--- config.mk ---
export PLATFORM = sky130hd
export DESIGN_NAME = irq_entry_unit
export DESIGN_NICKNAME = d
export VERILOG_FILES = /design/src/rtl/irq_unit_pkg.sv /design/src/rtl/irq_op_decode.sv /design/src/rtl/irq_enable_flag.sv /design/src/rtl/irq_save_regs.sv /design/src/rtl/irq_vector_gen.sv /design/src/rtl/irq_entry_unit.sv
export SDC_FILE = /design/constraint.sdc
export NUM_CORES = 1
export LEC_CHECK = 0
export CORE_MARGIN = 3
export CORE_UTILIZATION = 26
export CTS_BUF_LIST = sky130_fd_sc_hd__clkbuf_8 sky130_fd_sc_hd__clkbuf_16
export CTS_CLUSTER_SIZE = 25
export DETAILED_ROUTE_END_ITERATION = 12
export GPL_TIMING_DRIVEN = 0
export PLACE_DENSITY = 0.66
export SYNTH_ARGS = -nofsm -noshare
export SYNTH_HDL_FRONTEND = slang
export SYNTH_SLANG_ARGS = --single-unit
--- constraint.sdc ---
create_clock -name clk -period 2.7 [get_ports clk]
set_input_delay 0.81 -clock clk [delete_from_list [all_inputs] [get_ports clk]]
set_output_delay 0.81 -clock clk [all_outputs]
set_load 0.05 [all_outputs]
--- src/rtl/irq_unit_pkg.sv ---
package irq_unit_pkg;
  typedef enum logic [2:0] {
    IOP_NONE    = 3'd0,
    IOP_RETURN  = 3'd1,
    IOP_ENABLE  = 3'd2,
    IOP_DISABLE = 3'd3,
    IOP_SAVE    = 3'd4,
    IOP_RESTORE = 3'd5
  } irq_op_e;
endpackage

--- src/rtl/irq_op_decode.sv ---
module irq_op_decode
  import irq_unit_pkg::*;
#(
  parameter int OPC_W      = 5,
  parameter int OP_RETURN  = 29,
  parameter int OP_ENABLE  = 10,
  parameter int OP_DISABLE = 11,
  parameter int OP_SAVE    = 16,
  parameter int OP_RESTORE = 17
) (
  input  logic             op_valid,
  input  logic [OPC_W-1:0] op_code,
  output irq_op_e          op_kind
);
  always_comb begin
    op_kind = IOP_NONE;
    if (op_valid) begin
      if      (op_code == OPC_W'(OP_RETURN))  op_kind = IOP_RETURN;
      else if (op_code == OPC_W'(OP_ENABLE))  op_kind = IOP_ENABLE;
      else if (op_code == OPC_W'(OP_DISABLE)) op_kind = IOP_DISABLE;
      else if (op_code == OPC_W'(OP_SAVE))    op_kind = IOP_SAVE;
      else if (op_code == OPC_W'(OP_RESTORE)) op_kind = IOP_RESTORE;
      else                                    op_kind = IOP_NONE;
    end
  end
endmodule

--- src/rtl/irq_enable_flag.sv ---
module irq_enable_flag
  import irq_unit_pkg::*;
(
  input  logic    clk,
  input  logic    rst_n,
  input  logic    take,
  input  irq_op_e op_kind,
  output logic    en_q
);
  always_ff @(posedge clk or negedge rst_n) begin
    if (!rst_n)                     en_q <= 1'b0;
    else if (take)                  en_q <= 1'b0;
    else if (op_kind == IOP_RETURN) en_q <= 1'b1;
    else if (op_kind == IOP_ENABLE) en_q <= 1'b1;
    else if (op_kind == IOP_DISABLE) en_q <= 1'b0;
  end

  // acceptance leaves interrupts disabled
  assert_entry_clears_R3: assert property (@(posedge clk) disable iff (!rst_n)
    take |=> !en_q);
  // return re-enables
  assert_return_sets_R6: assert property (@(posedge clk) disable iff (!rst_n)
    (op_kind == IOP_RETURN && !take) |=> en_q);
  // disable clears
  assert_disable_clears_R7: assert property (@(posedge clk) disable iff (!rst_n)
    (op_kind == IOP_DISABLE && !take) |=> !en_q);
  // no operation and no acceptance keeps the flag
  assert_flag_hold_R12: assert property (@(posedge clk) disable iff (!rst_n)
    (op_kind == IOP_NONE && !take) |=> $stable(en_q));
endmodule

--- src/rtl/irq_save_regs.sv ---
module irq_save_regs
  import irq_unit_pkg::*;
#(
  parameter int XLEN   = 32,
  parameter int INFO_W = 16
) (
  input  logic              clk,
  input  logic              rst_n,
  input  logic              take,
  input  irq_op_e           op_kind,
  input  logic [XLEN-1:0]   cur_pc,
  input  logic [INFO_W-1:0] dev_info,
  input  logic [XLEN-1:0]   src_info_reg,
  input  logic [XLEN-1:0]   src_pc_reg,
  output logic [XLEN-1:0]   spc_q,
  output logic [INFO_W-1:0] sinfo_q
);
  always_ff @(posedge clk or negedge rst_n) begin
    if (!rst_n) begin
      spc_q   <= '0;
      sinfo_q <= '0;
    end else if (take) begin
      spc_q   <= cur_pc;
      sinfo_q <= dev_info;
    end else if (op_kind == IOP_RESTORE) begin
      spc_q   <= src_pc_reg;
      sinfo_q <= src_info_reg[INFO_W-1:0];
    end
  end

  // restore loads from the register values
  assert_restore_pc_R9: assert property (@(posedge clk) disable iff (!rst_n)
    (op_kind == IOP_RESTORE && !take) |=> spc_q == $past(src_pc_reg));
  assert_restore_info_R9: assert property (@(posedge clk) disable iff (!rst_n)
    (op_kind == IOP_RESTORE && !take) |=> sinfo_q == $past(src_info_reg[INFO_W-1:0]));
  // without acceptance or restore the saved state holds
  assert_state_hold_R12: assert property (@(posedge clk) disable iff (!rst_n)
    (!take && op_kind != IOP_RESTORE) |=> ($stable(spc_q) && $stable(sinfo_q)));
endmodule

--- src/rtl/irq_vector_gen.sv ---
module irq_vector_gen
  import irq_unit_pkg::*;
#(
  parameter int XLEN    = 32,
  parameter int CODE_W  = 8,
  parameter int VEC_LSB = 4
) (
  input  logic              clk,
  input  logic              rst_n,
  input  logic              take,
  input  irq_op_e           op_kind,
  input  logic [CODE_W-1:0] dev_code,
  input  logic [XLEN-1:0]   spc_q,
  output logic              pc_load,
  output logic [XLEN-1:0]   pc_next
);
  localparam int HI_W = XLEN - CODE_W - VEC_LSB;

  logic [XLEN-1:0] vec_addr;

  generate
    if (VEC_LSB > 0) begin : g_low_pad
      assign vec_addr = {{HI_W{1'b0}}, dev_code, {VEC_LSB{1'b0}}};
    end else begin : g_no_pad
      assign vec_addr = {{HI_W{1'b0}}, dev_code};
    end
  endgenerate

  always_comb begin
    pc_load = 1'b0;
    pc_next = '0;
    if (take) begin
      pc_load = 1'b1;
      pc_next = vec_addr;
    end else if (op_kind == IOP_RETURN) begin
      pc_load = 1'b1;
      pc_next = spc_q;
    end
  end

  // vector has nothing above the code field
  assert_vec_upper_zero_R4: assert property (@(posedge clk) disable iff (!rst_n)
    take |-> (pc_load && (pc_next >> (CODE_W + VEC_LSB)) == '0));
  // no load means a zero target
  assert_idle_zero_R12: assert property (@(posedge clk) disable iff (!rst_n)
    !pc_load |-> pc_next == '0);
endmodule

--- src/rtl/irq_entry_unit.sv ---
module irq_entry_unit
  import irq_unit_pkg::*;
#(
  parameter int XLEN    = 32,
  parameter int INFO_W  = 16,
  parameter int CODE_W  = 8,
  parameter int VEC_LSB = 4,
  parameter int OPC_W   = 5
) (
  input  logic              clk,
  input  logic              rst_n,
  input  logic              fetch_t0,
  input  logic [XLEN-1:0]   cur_pc,
  input  logic              irq_req,
  input  logic [INFO_W-1:0] irq_info,
  input  logic [CODE_W-1:0] irq_code,
  input  logic              op_valid,
  input  logic [OPC_W-1:0]  op_code,
  input  logic [XLEN-1:0]   reg_a,
  input  logic [XLEN-1:0]   reg_b,
  output logic              pc_load,
  output logic [XLEN-1:0]   pc_next,
  output logic              irq_ack,
  output logic              irq_en,
  output logic              save_valid,
  output logic [INFO_W-1:0] saved_info,
  output logic [XLEN-1:0]   saved_pc
);
  irq_op_e kind;
  logic    take;
  logic    en_q;

  irq_op_decode #(.OPC_W(OPC_W)) u_dec (
    .op_valid(op_valid), .op_code(op_code), .op_kind(kind)
  );

  // operation strobe has precedence over a request in the same cycle
  assign take = fetch_t0 & irq_req & en_q & ~op_valid;

  irq_enable_flag u_en (
    .clk(clk), .rst_n(rst_n), .take(take), .op_kind(kind), .en_q(en_q)
  );

  irq_save_regs #(.XLEN(XLEN), .INFO_W(INFO_W)) u_regs (
    .clk(clk), .rst_n(rst_n), .take(take), .op_kind(kind),
    .cur_pc(cur_pc), .dev_info(irq_info),
    .src_info_reg(reg_a), .src_pc_reg(reg_b),
    .spc_q(saved_pc), .sinfo_q(saved_info)
  );

  irq_vector_gen #(.XLEN(XLEN), .CODE_W(CODE_W), .VEC_LSB(VEC_LSB)) u_vec (
    .clk(clk), .rst_n(rst_n), .take(take), .op_kind(kind),
    .dev_code(irq_code), .spc_q(saved_pc),
    .pc_load(pc_load), .pc_next(pc_next)
  );

  assign irq_ack    = take;
  assign irq_en     = en_q;
  assign save_valid = (kind == IOP_SAVE);

  // acknowledge needs enable, fetch start and a request
  assert_ack_gated_R1: assert property (@(posedge clk) disable iff (!rst_n)
    irq_ack |-> (irq_en && fetch_t0 && irq_req));
  // acknowledge never coincides with an operation strobe
  assert_op_first_R11: assert property (@(posedge clk) disable iff (!rst_n)
    irq_ack |-> !op_valid);
  // single-step acknowledge pulse
  assert_ack_pulse_R5: assert property (@(posedge clk) disable iff (!rst_n)
    irq_ack |=> !irq_ack);
  // PC and cause word captured on acceptance
  assert_pc_saved_R2: assert property (@(posedge clk) disable iff (!rst_n)
    irq_ack |=> (saved_pc == $past(cur_pc) && saved_info == $past(irq_info)));
  // save strobe only for an operation
  assert_save_strobe_R8: assert property (@(posedge clk) disable iff (!rst_n)
    save_valid |-> (op_valid && !pc_load));
endmodule

* After elaboration in Yosys (flattened, before gate mapping)
Index checks and enable logic that the tools add are counted.
** Operators by class
- Bitwise gates (word level) :: 4
- Reduce and logical (&&, ||, !) cells :: 2
- Eq/ne operators :: 10
- Muxes and demuxes :: 18
** Operators with widths (number)
- 32-bit two-way mux :: 4
- 16-bit two-way mux :: 2
- 3-bit two-way mux :: 6
- 5-bit equality test, second input constant :: 3
- 5-bit by 4-bit equality test with 1-bit output, second input constant :: 2
- 3-bit by 2-bit equality test with 1-bit output, second input constant :: 2
- 3-bit equality test, second input constant :: 2
- 1-bit two-way mux :: 6
- 4-bit nonzero test :: 1
- 1-bit AND :: 3
- 3-bit by 1-bit equality test with 1-bit output, second input constant :: 1
- 2-bit nonzero test :: 1
- 1-bit NOT :: 1
** Storage, ports and cells
- Output and inout port bits :: 84
- Register bits :: 49

* Depth between registers and ports, before layout
Gate-level depths: netlist of the first run.
- Depth in word-level cells :: 12
- Gate-level depth with buffers :: 6
- Depth with buffers taken out :: 4

* By module
From an unflattened synthesis of the first run, not the netlist that was laid out.
** Second synthesis, totals
- Cell total of the unflattened synthesis :: 217
- Area total of the unflattened synthesis :: 2855.2 um^2
** By module, submodules not included
- irq_save_regs :: seq. area each 1201.2 um^2, instances 1, area each 2364.8 um^2, cells an instance 156
- irq_vector_gen :: seq. area each 0.0 um^2, instances 1, area each 345.3 um^2, cells an instance 46
- irq_op_decode :: seq. area each 0.0 um^2, instances 1, area each 70.1 um^2, cells an instance 8
- irq_enable_flag :: seq. area each 25.0 um^2, instances 1, area each 57.6 um^2, cells an instance 5
- irq_entry_unit :: seq. area each 0.0 um^2, instances 1, area each 17.5 um^2, cells an instance 2

* Least setup slack after synthesis of the first run
No wires, ideal clock.
- Path type :: input to output
- From :: in op_code[3]
- To :: out save_valid
- Required time :: 1.890 ns
- Buffers on the path :: 1
- Data arrival time :: 2.276 ns
- Stages :: 3
- Setup slack :: -0.386 ns
- Cells stage by stage :: nand4bb_1 > clkbuf_1 > nor3_1
** On the way
- Cells in the longest elaborated chain, start to end :: 8
** RTL lines
- start, declared :: RTL line irq_entry_unit.sv:18 : input logic [OPC_W-1:0] op_code,
- 5-bit equality test :: RTL line irq_op_decode.sv:22 : else if (op_code == OPC_W'(OP_RESTORE)) op_kind = IOP_RESTORE;
- 3-bit two-way mux :: RTL line irq_op_decode.sv:22
- 3-bit two-way mux :: RTL line irq_op_decode.sv:21 : else if (op_code == OPC_W'(OP_SAVE)) op_kind = IOP_SAVE;
- 3-bit two-way mux :: RTL line irq_op_decode.sv:20 : else if (op_code == OPC_W'(OP_DISABLE)) op_kind = IOP_DISABLE;
- 3-bit two-way mux :: RTL line irq_op_decode.sv:19 : else if (op_code == OPC_W'(OP_ENABLE)) op_kind = IOP_ENABLE;
- 3-bit two-way mux (*) :: RTL line irq_op_decode.sv:18 : if (op_code == OPC_W'(OP_RETURN)) op_kind = IOP_RETURN;
- 3-bit two-way mux (*) :: RTL line irq_op_decode.sv:17 : if (op_valid) begin
- 3-bit equality test (*) :: RTL line irq_entry_unit.sv:59 : assign save_valid = (kind == IOP_SAVE);
- end, declared :: RTL line irq_entry_unit.sv:25 : output logic save_valid,
Mark *: on every way between the ends. The rest lies on a longest branch, timed or not.

* Worst setup path after layout of the first run
- From :: in op_code[1]
- To :: out pc_next[21]
** On the way
- Cells in the longest elaborated chain, start to end :: 10
** RTL lines
- 5-bit equality test :: RTL line irq_op_decode.sv:22
- 3-bit two-way mux :: RTL line irq_op_decode.sv:22
- 3-bit two-way mux :: RTL line irq_op_decode.sv:21
- 3-bit two-way mux :: RTL line irq_op_decode.sv:20
- 3-bit two-way mux :: RTL line irq_op_decode.sv:19
- 3-bit two-way mux (*) :: RTL line irq_op_decode.sv:18
- 3-bit two-way mux (*) :: RTL line irq_op_decode.sv:17
- 3-bit by 1-bit equality test with 1-bit output (*) :: RTL line irq_vector_gen.sv:35 : end else if (op_kind == IOP_RETURN) begin
- 32-bit two-way mux (*) :: RTL line irq_vector_gen.sv:35
- 32-bit two-way mux (*) :: RTL line irq_vector_gen.sv:32 : if (take) begin
- end, declared :: RTL line irq_entry_unit.sv:22 : output logic [XLEN-1:0] pc_next,
Marks and branches as above.

==> results.ini, run 1 <==
[die]
dieArea_um2 = 11700
rows = 36
core-area_um2 = 9950
die-height_um = 108
initial_utilization = 0.272
dieWidth_um = 108
io_pins = 214

[worst_setup_path]
path_depth = 7
critPathBufInv = 4
crit_path_max_incr_delay_ns = 0.24
worstPathArrival_ns = 1.91
worstSetupStartpointType = input pin
cp_max_fo = 5
crit_family = simple AND/OR/NAND/NOR gates
cp-end-kind = output pin
path_cells = buf_8 > nand4b_1 > nor2_4 > buf_12 > buf_8 > and2_4 > buf_8
crit_slowest_cell = nand4b_1
cp.required_ns = 1.89
worstRegToRegCells = 7
crit_top_cell = buf_8
criticalPathCategory = in2out

[run_status]
status = finished with violations
failed_checks = negative setup slack

[detailed_routing]
route.vias.total = 3447
first_pass_iters = 4
viasPerCell = 5.13
drt_iter0_drc = 114
ant_nets = 0
routed_wl_um = 12500
wl_per_cell_um = 18.6
drc_errors = 0

[final_layout]
final_nets = 669
regArea_um2 = 1230
final_common_cell = clkdlybuf4s50_1
synthToLayoutAreaGrowth_pct = 100
multiInputGateArea_um2 = 1450
nFillCells = 912
final_cell_mix = clkdlybuf4s50_1 (153), a21oi_1 (49), dfrtp_1 (49)
drive_gt1_frac = 0.215
num_antenna_cells = 0

[yosys]
synth_compound_area_frac = 0.322
synthSimpleGateAreaFrac = 0.157
synth_area_um2 = 2710
synthCells = 322
synth_cell_types = 24
synth_edf_count = 0
muxShareOfSynthArea = 0
ys_seq_area_frac = 0.452
synth_xor_area_frac = 0
syn_avg_cell_area_um2 = 8.42
syn_nets = 452
yosys_warnings = 0
yosys.area.top_type = dfrtp_1
synthTopCellsByArea = dfrtp_1 (45%), a31oi_1 (11%), a21oi_1 (9.0%)
ys.flop_type = dfrtp_1
synthArstFlopShare = 1.00
yosysTopAreaCellShare = 0.452
synth_adder_area_share = 0
synth_top_family_by_area = compound AO/OA/AOI/OAI gates
synth-seq-cells = 49

[sta]
hold_viol = 0
drv_slew = 0
period_share = 1.01
skew_ns = 0.00243
max-slew-margin-rel = 0.586
worst_slew_pin_slew_ns = 0.621
fin_crit_ns = 2.72
fmax_mhz = 368
layout_setup_ws_ns = -0.0186
rsz0062_at_grt = true
setup_viol = 9

[place]
pre_cts_slack_ns = -1.54
port_buffers = 197
gp_congestion = 0.774
dp_hpwl_um = 9000

[clock_network]
cts_max_level = 2
cts_root_buf = clkbuf_8
cts_buffers = 5
clk_path_buf_depth = 2
insertion_delay_ns = 0.30
cts_num_sinks = 49
clkTransAtPathRegs_ns = 0.09
cts_tree = done

[global_routing]
grt_pass1_wl_um = 18900
grt_max_degree = 27
grt_pass1_vias = 3515
grt-ovfl-total = 0
antenna_found_initial = 0
grt_use_total = 0.206

[job]
maxCapViolations = 0

[hold_path]
worst_hold_path_type = in2async

[power_and_ir_drop]
ir_drop_mv = 0.453
power_mw = 4.68
power.density_nw_per_um2 = 863
p_leak_nw = 2.21

==> metrics by stage <==
step	instance area [um2]	util	setup TNS, ns	hold slack, ns	instances
6_report	5420	0.545	-0.0413	0.509	672
5_1_grt	5420	0.545	-1.53	0.545	672
4_1_cts	5460	0.548	-0.654	0.517	674
3_5_place_dp	4880	0.490	-49.87	0.534	653
3_3_place_gp	4860	0.489	-84.36	0.522	652
2_1_floorplan	2730	-	0	0.514	322
==> cell usage after synthesis (all sizes together), types with 2 or more instances <==
library cell,number
a21oi,49
a22o,8
a31oi,48
and2,24
buf,19
clkbuf,15
dfrtp,49
nand4b,2
nor2,49
o21ai,49
==> worst paths after layout <==
| path | from | endpoint | slack [ns] |
|---|---|---|---|
| max | op_code[1] | pc_next[21] | -0.02 |
| min | rst_n | u_regs.spc_q[2] | 0.51 |
| max reg2reg | u_en.en_q | u_regs.spc_q[12] | 1.01 |
| min reg2reg | u_regs.sinfo_q[4] | u_regs.sinfo_q[4] | 0.55 |
| max in group asynchronous | rst_n | u_regs.sinfo_q[14] | 1.63 |
| min in group clk | u_regs.sinfo_q[4] | u_regs.sinfo_q[4] | 0.55 |
==> per-layer routing <==
metal  up-vias  part of all wire  GRT usage
met5         -                 0          0
met3         9             0.098     0.0639
met4         0            0.0066     0.0388
li1       1595                 -          -
met1      1669              0.40      0.246
met2       174              0.50      0.367
==> registers in the layout (all words and copies together) (netlist names) <==
| signal | flops |
|---|---|
| u_regs.spc_q | 32 |
| u_en.en_q | 1 |
| u_regs.sinfo_q | 16 |
==> worst reg2reg max path, stage by stage (launching register included) <==
cell and delay, ns:
dfrtp_1 0.43, nand4b_4 0.23, inv_4 0.17, buf_4 0.13, buf_4 0.16, buf_2 0.25
a31oi_1 0.07, a21oi_1 0.17
==> cell type report <==
cell class / count / area share
repair buffers: 211 / 0.418
multi-input cells: 238 / 0.267
flip-flops and latches: 49 / 0.226
plain buffers: 32 / 0.0395
well taps: 133 / 0.0307
clock buffers: 6 / 0.0152
inverters: 1 / 0.00162
repair inverters: 1 / 0.00115
clock inverters: 1 / 0.000692
==> where the power goes <==
| part | total (mW) | leakage, nW | internal (mW) | switching [mW] |
|---|---|---|---|---|
| Clock | 0.451 | 0.0485 | 0.201 | 0.250 |
| Combinational | 2.86 | 1.60 | 1.00 | 1.86 |
| Sequential | 1.37 | 0.560 | 1.09 | 0.275 |
==> timing repair <==
| item | CTS | global route |
|---|---|---|
| gates cloned | 4 | 0 |
| resized for setup | 349 | 7 |
| hold buffers | 0 | 0 |
| pin swaps | 14 | 11 |
| setup buffers | 11 | 0 |
| endpoints found under the setup margin | 35 | 34 |
==> cell families after synthesis <==
kind of cell	Yosys count
compound gates	155
buf+inv	35
flops	49
simple gates	83
Note: power is estimated with default switching activity, not from simulation.
==> run 2: changes to the inputs <==
--- a/config.mk
+++ b/config.mk
@@ -12,6 +12,7 @@
 export DETAILED_ROUTE_END_ITERATION = 12
 export GPL_TIMING_DRIVEN = 0
 export PLACE_DENSITY = 0.66
+export SKIP_LAST_GASP = 1
 export SYNTH_ARGS = -nofsm -noshare
 export SYNTH_HDL_FRONTEND = slang
 export SYNTH_SLANG_ARGS = --single-unit
==> results.ini, run 2 (synthesized netlist as in run 1, its figures left out) <==
[job]
maxCapViolations = 0  ; unchanged

[final_layout]
synthToLayoutAreaGrowth_pct = 100  ; unchanged
nFillCells = 912  ; unchanged
largest_reg_flops = 32  ; unchanged
final_common_cell = clkdlybuf4s50_1  ; unchanged
final_cell_mix = clkdlybuf4s50_1 (153), a21oi_1 (49), dfrtp_1 (49)  ; unchanged
final_cells = 672  ; unchanged
final_nets = 669  ; unchanged
final_util = 0.545  ; unchanged
multiInputGateArea_um2 = 1450  ; unchanged
num_antenna_cells = 0  ; unchanged
largest-register = u_regs.spc_q  ; unchanged
drive_gt1_frac = 0.215  ; unchanged
regArea_um2 = 1230  ; unchanged
top_regs = u_regs.spc_q (32), u_regs.sinfo_q (16), u_en.en_q (1)  ; unchanged

[hold_path]
worst_hold_path_type = in2async  ; unchanged

[worst_setup_path]
worstPathArrival_ns = 1.91  ; about the same
crit_family = simple AND/OR/NAND/NOR gates  ; unchanged
path_cells = buf_8 > nand4b_1 > nor2_4 > buf_12 > buf_8 > and2_4 > buf_8  ; unchanged
cp.required_ns = 1.89  ; about the same
crit_top_cell = buf_8  ; unchanged
reg2reg_to = u_regs.spc_q[12]  ; unchanged
cp-end-kind = output pin  ; unchanged
crit_slowest_cell = nand4b_1  ; unchanged
crit_path_max_incr_delay_ns = 0.24  ; about the same
r2r_start = u_en.en_q  ; unchanged
critPathBufInv = 4  ; unchanged
criticalPathCategory = in2out  ; unchanged
worstSetupStartpointType = input pin  ; unchanged
ff2ff_setup_slack_ns = 1.02  ; was 1.01 ns
cp_max_fo = 5  ; unchanged
worstRegToRegCells = 7  ; unchanged

[sta]
drv_slew = 0  ; unchanged
tns_ns = -0.102  ; was -0.0413 ns
max-slew-margin-rel = 0.586  ; about the same
skew_ns = 0.00287  ; was 0.00243 ns
fin_crit_ns = 2.72  ; about the same
rsz0062_at_grt = true  ; unchanged
worst_slew_pin_slew_ns = 0.622  ; was 0.621 ns
fmax_mhz = 367  ; was 368 MHz
layout_setup_ws_ns = -0.0245  ; was -0.0186 ns
hold_viol = 0  ; unchanged
period_share = 1.01  ; about the same
setup_viol = 16  ; was 9

[detailed_routing]
drt_iter0_drc = 115  ; was 114
first_pass_iters = 4  ; unchanged
ant_nets = 0  ; unchanged
wl_per_cell_um = 18.6  ; about the same
drc_errors = 0  ; unchanged
route.vias.total = 3430  ; was 3,447
viasPerCell = 5.10  ; was 5.13
routed_wl_um = 12500  ; about the same

[clock_network]
cts_root_buf = clkbuf_8  ; unchanged
clkTransAtPathRegs_ns = 0.09  ; about the same
clk_path_buf_depth = 2  ; unchanged
cts_tree = done  ; unchanged
insertion_delay_ns = 0.30  ; about the same
cts_buffers = 5  ; unchanged
cts_num_sinks = 49  ; unchanged
cts_max_level = 2  ; unchanged

[power_and_ir_drop]
p_leak_nw = 2.21  ; about the same
power.density_nw_per_um2 = 863  ; about the same
ir_drop_mv = 0.451  ; was 0.453 mV

[global_routing]
grt_use_total = 0.206  ; about the same
grt-ovfl-total = 0  ; unchanged
grt_pass1_vias = 3518  ; was 3,515
antenna_found_initial = 0  ; unchanged
grt_pass1_wl_um = 18900  ; about the same
grt_max_degree = 27  ; unchanged

[die]
die-height_um = 108  ; unchanged
rows = 36  ; unchanged
initial_utilization = 0.272  ; unchanged
core-area_um2 = 9950  ; unchanged
dieArea_um2 = 11700  ; unchanged
io_pins = 214  ; unchanged
dieWidth_um = 108  ; unchanged

[place]
dp.cells = 653  ; unchanged
port_buffers = 197  ; unchanged
dp_hpwl_um = 9000  ; unchanged
gp_congestion = 0.774  ; unchanged

[run_status]
failed_checks = negative setup slack  ; unchanged
status = finished with violations  ; unchanged

==> run 2: cell counts in the layout (fill, tap and decap cells not counted) <==
Identical to the previous run, type by type.
==> run 2: per-stage QoR <==
stage | power [mW] | setup WS (ns) | instance area (um2) | hold slack, ns
6_report | 4.68 | -0.0245 | 5420 | 0.508
5_1_grt | 4.90 | -0.0741 | 5420 | 0.545
4_1_cts | 4.71 | -0.0778 | 5440 | 0.517
3_5_place_dp | 4.19 | -1.54 | 4880 | 0.534
3_3_place_gp | 4.13 | -1.47 | 4860 | 0.522
2_1_floorplan | 3.05 | 0.0404 | 2730 | 0.514
==> run 2: how the worst max path moves through the flow <==
| stage | startpoint | to | slack (ns) | cells after the start |
|---|---|---|---|---|
| after floorplan | op_code[3] | save_valid | 0.04 | 3 |
| after global placement | op_code[0] | pc_next[10] | -1.47 | 6 |
| after detailed placement | op_code[0] | pc_next[10] | -1.54 | 6 |
| after CTS | op_code[1] | pc_next[20] | -0.08 | 8 |
| after global routing | op_code[1] | pc_next[21] | -0.07 | 7 |
| final | op_code[1] | pc_next[21] | -0.02 | 7 |
==> run 2: area by class of cell <==
class | instances | share of cell area
Timing Repair inverter | 1 | 0.00115
Clock buffer | 6 | 0.0152
Sequential cell | 49 | 0.226
Multi-Input combinational cell | 238 | 0.267
Inverter | 1 | 0.00162
Clock inverter | 1 | 0.000692
Buffer | 32 | 0.0395
Tap cell | 133 | 0.0307
Timing Repair Buffer | 211 | 0.418
==> run 2: power by group <==
part	switching, mW	total [mW]	internal (mW)
registers	0.274	1.37	1.09
logic	1.85	2.86	1.00
clock network	0.253	0.453	0.201
total	2.38	4.68	2.30
==> run 2: timing repair <==
item                       in CTS  in global routing
buffers inserted               11                  0
cloned                          4                  0
gates resized for setup       347                  9
pin swaps                      13                 11
setup endpoints to repair      35                 34
hold buffers                    0                  0
==> run 2: per-layer routing <==
| layer | track usage | vias up | part of all wire |
|---|---|---|---|
| met4 | 0.0379 | 0 | 0.0066 |
| li1 | - | 1595 | - |
| met5 | 0 | - | 0 |
| met2 | 0.367 | 156 | 0.50 |
| met3 | 0.0639 | 9 | 0.094 |
| met1 | 0.246 | 1670 | 0.40 |
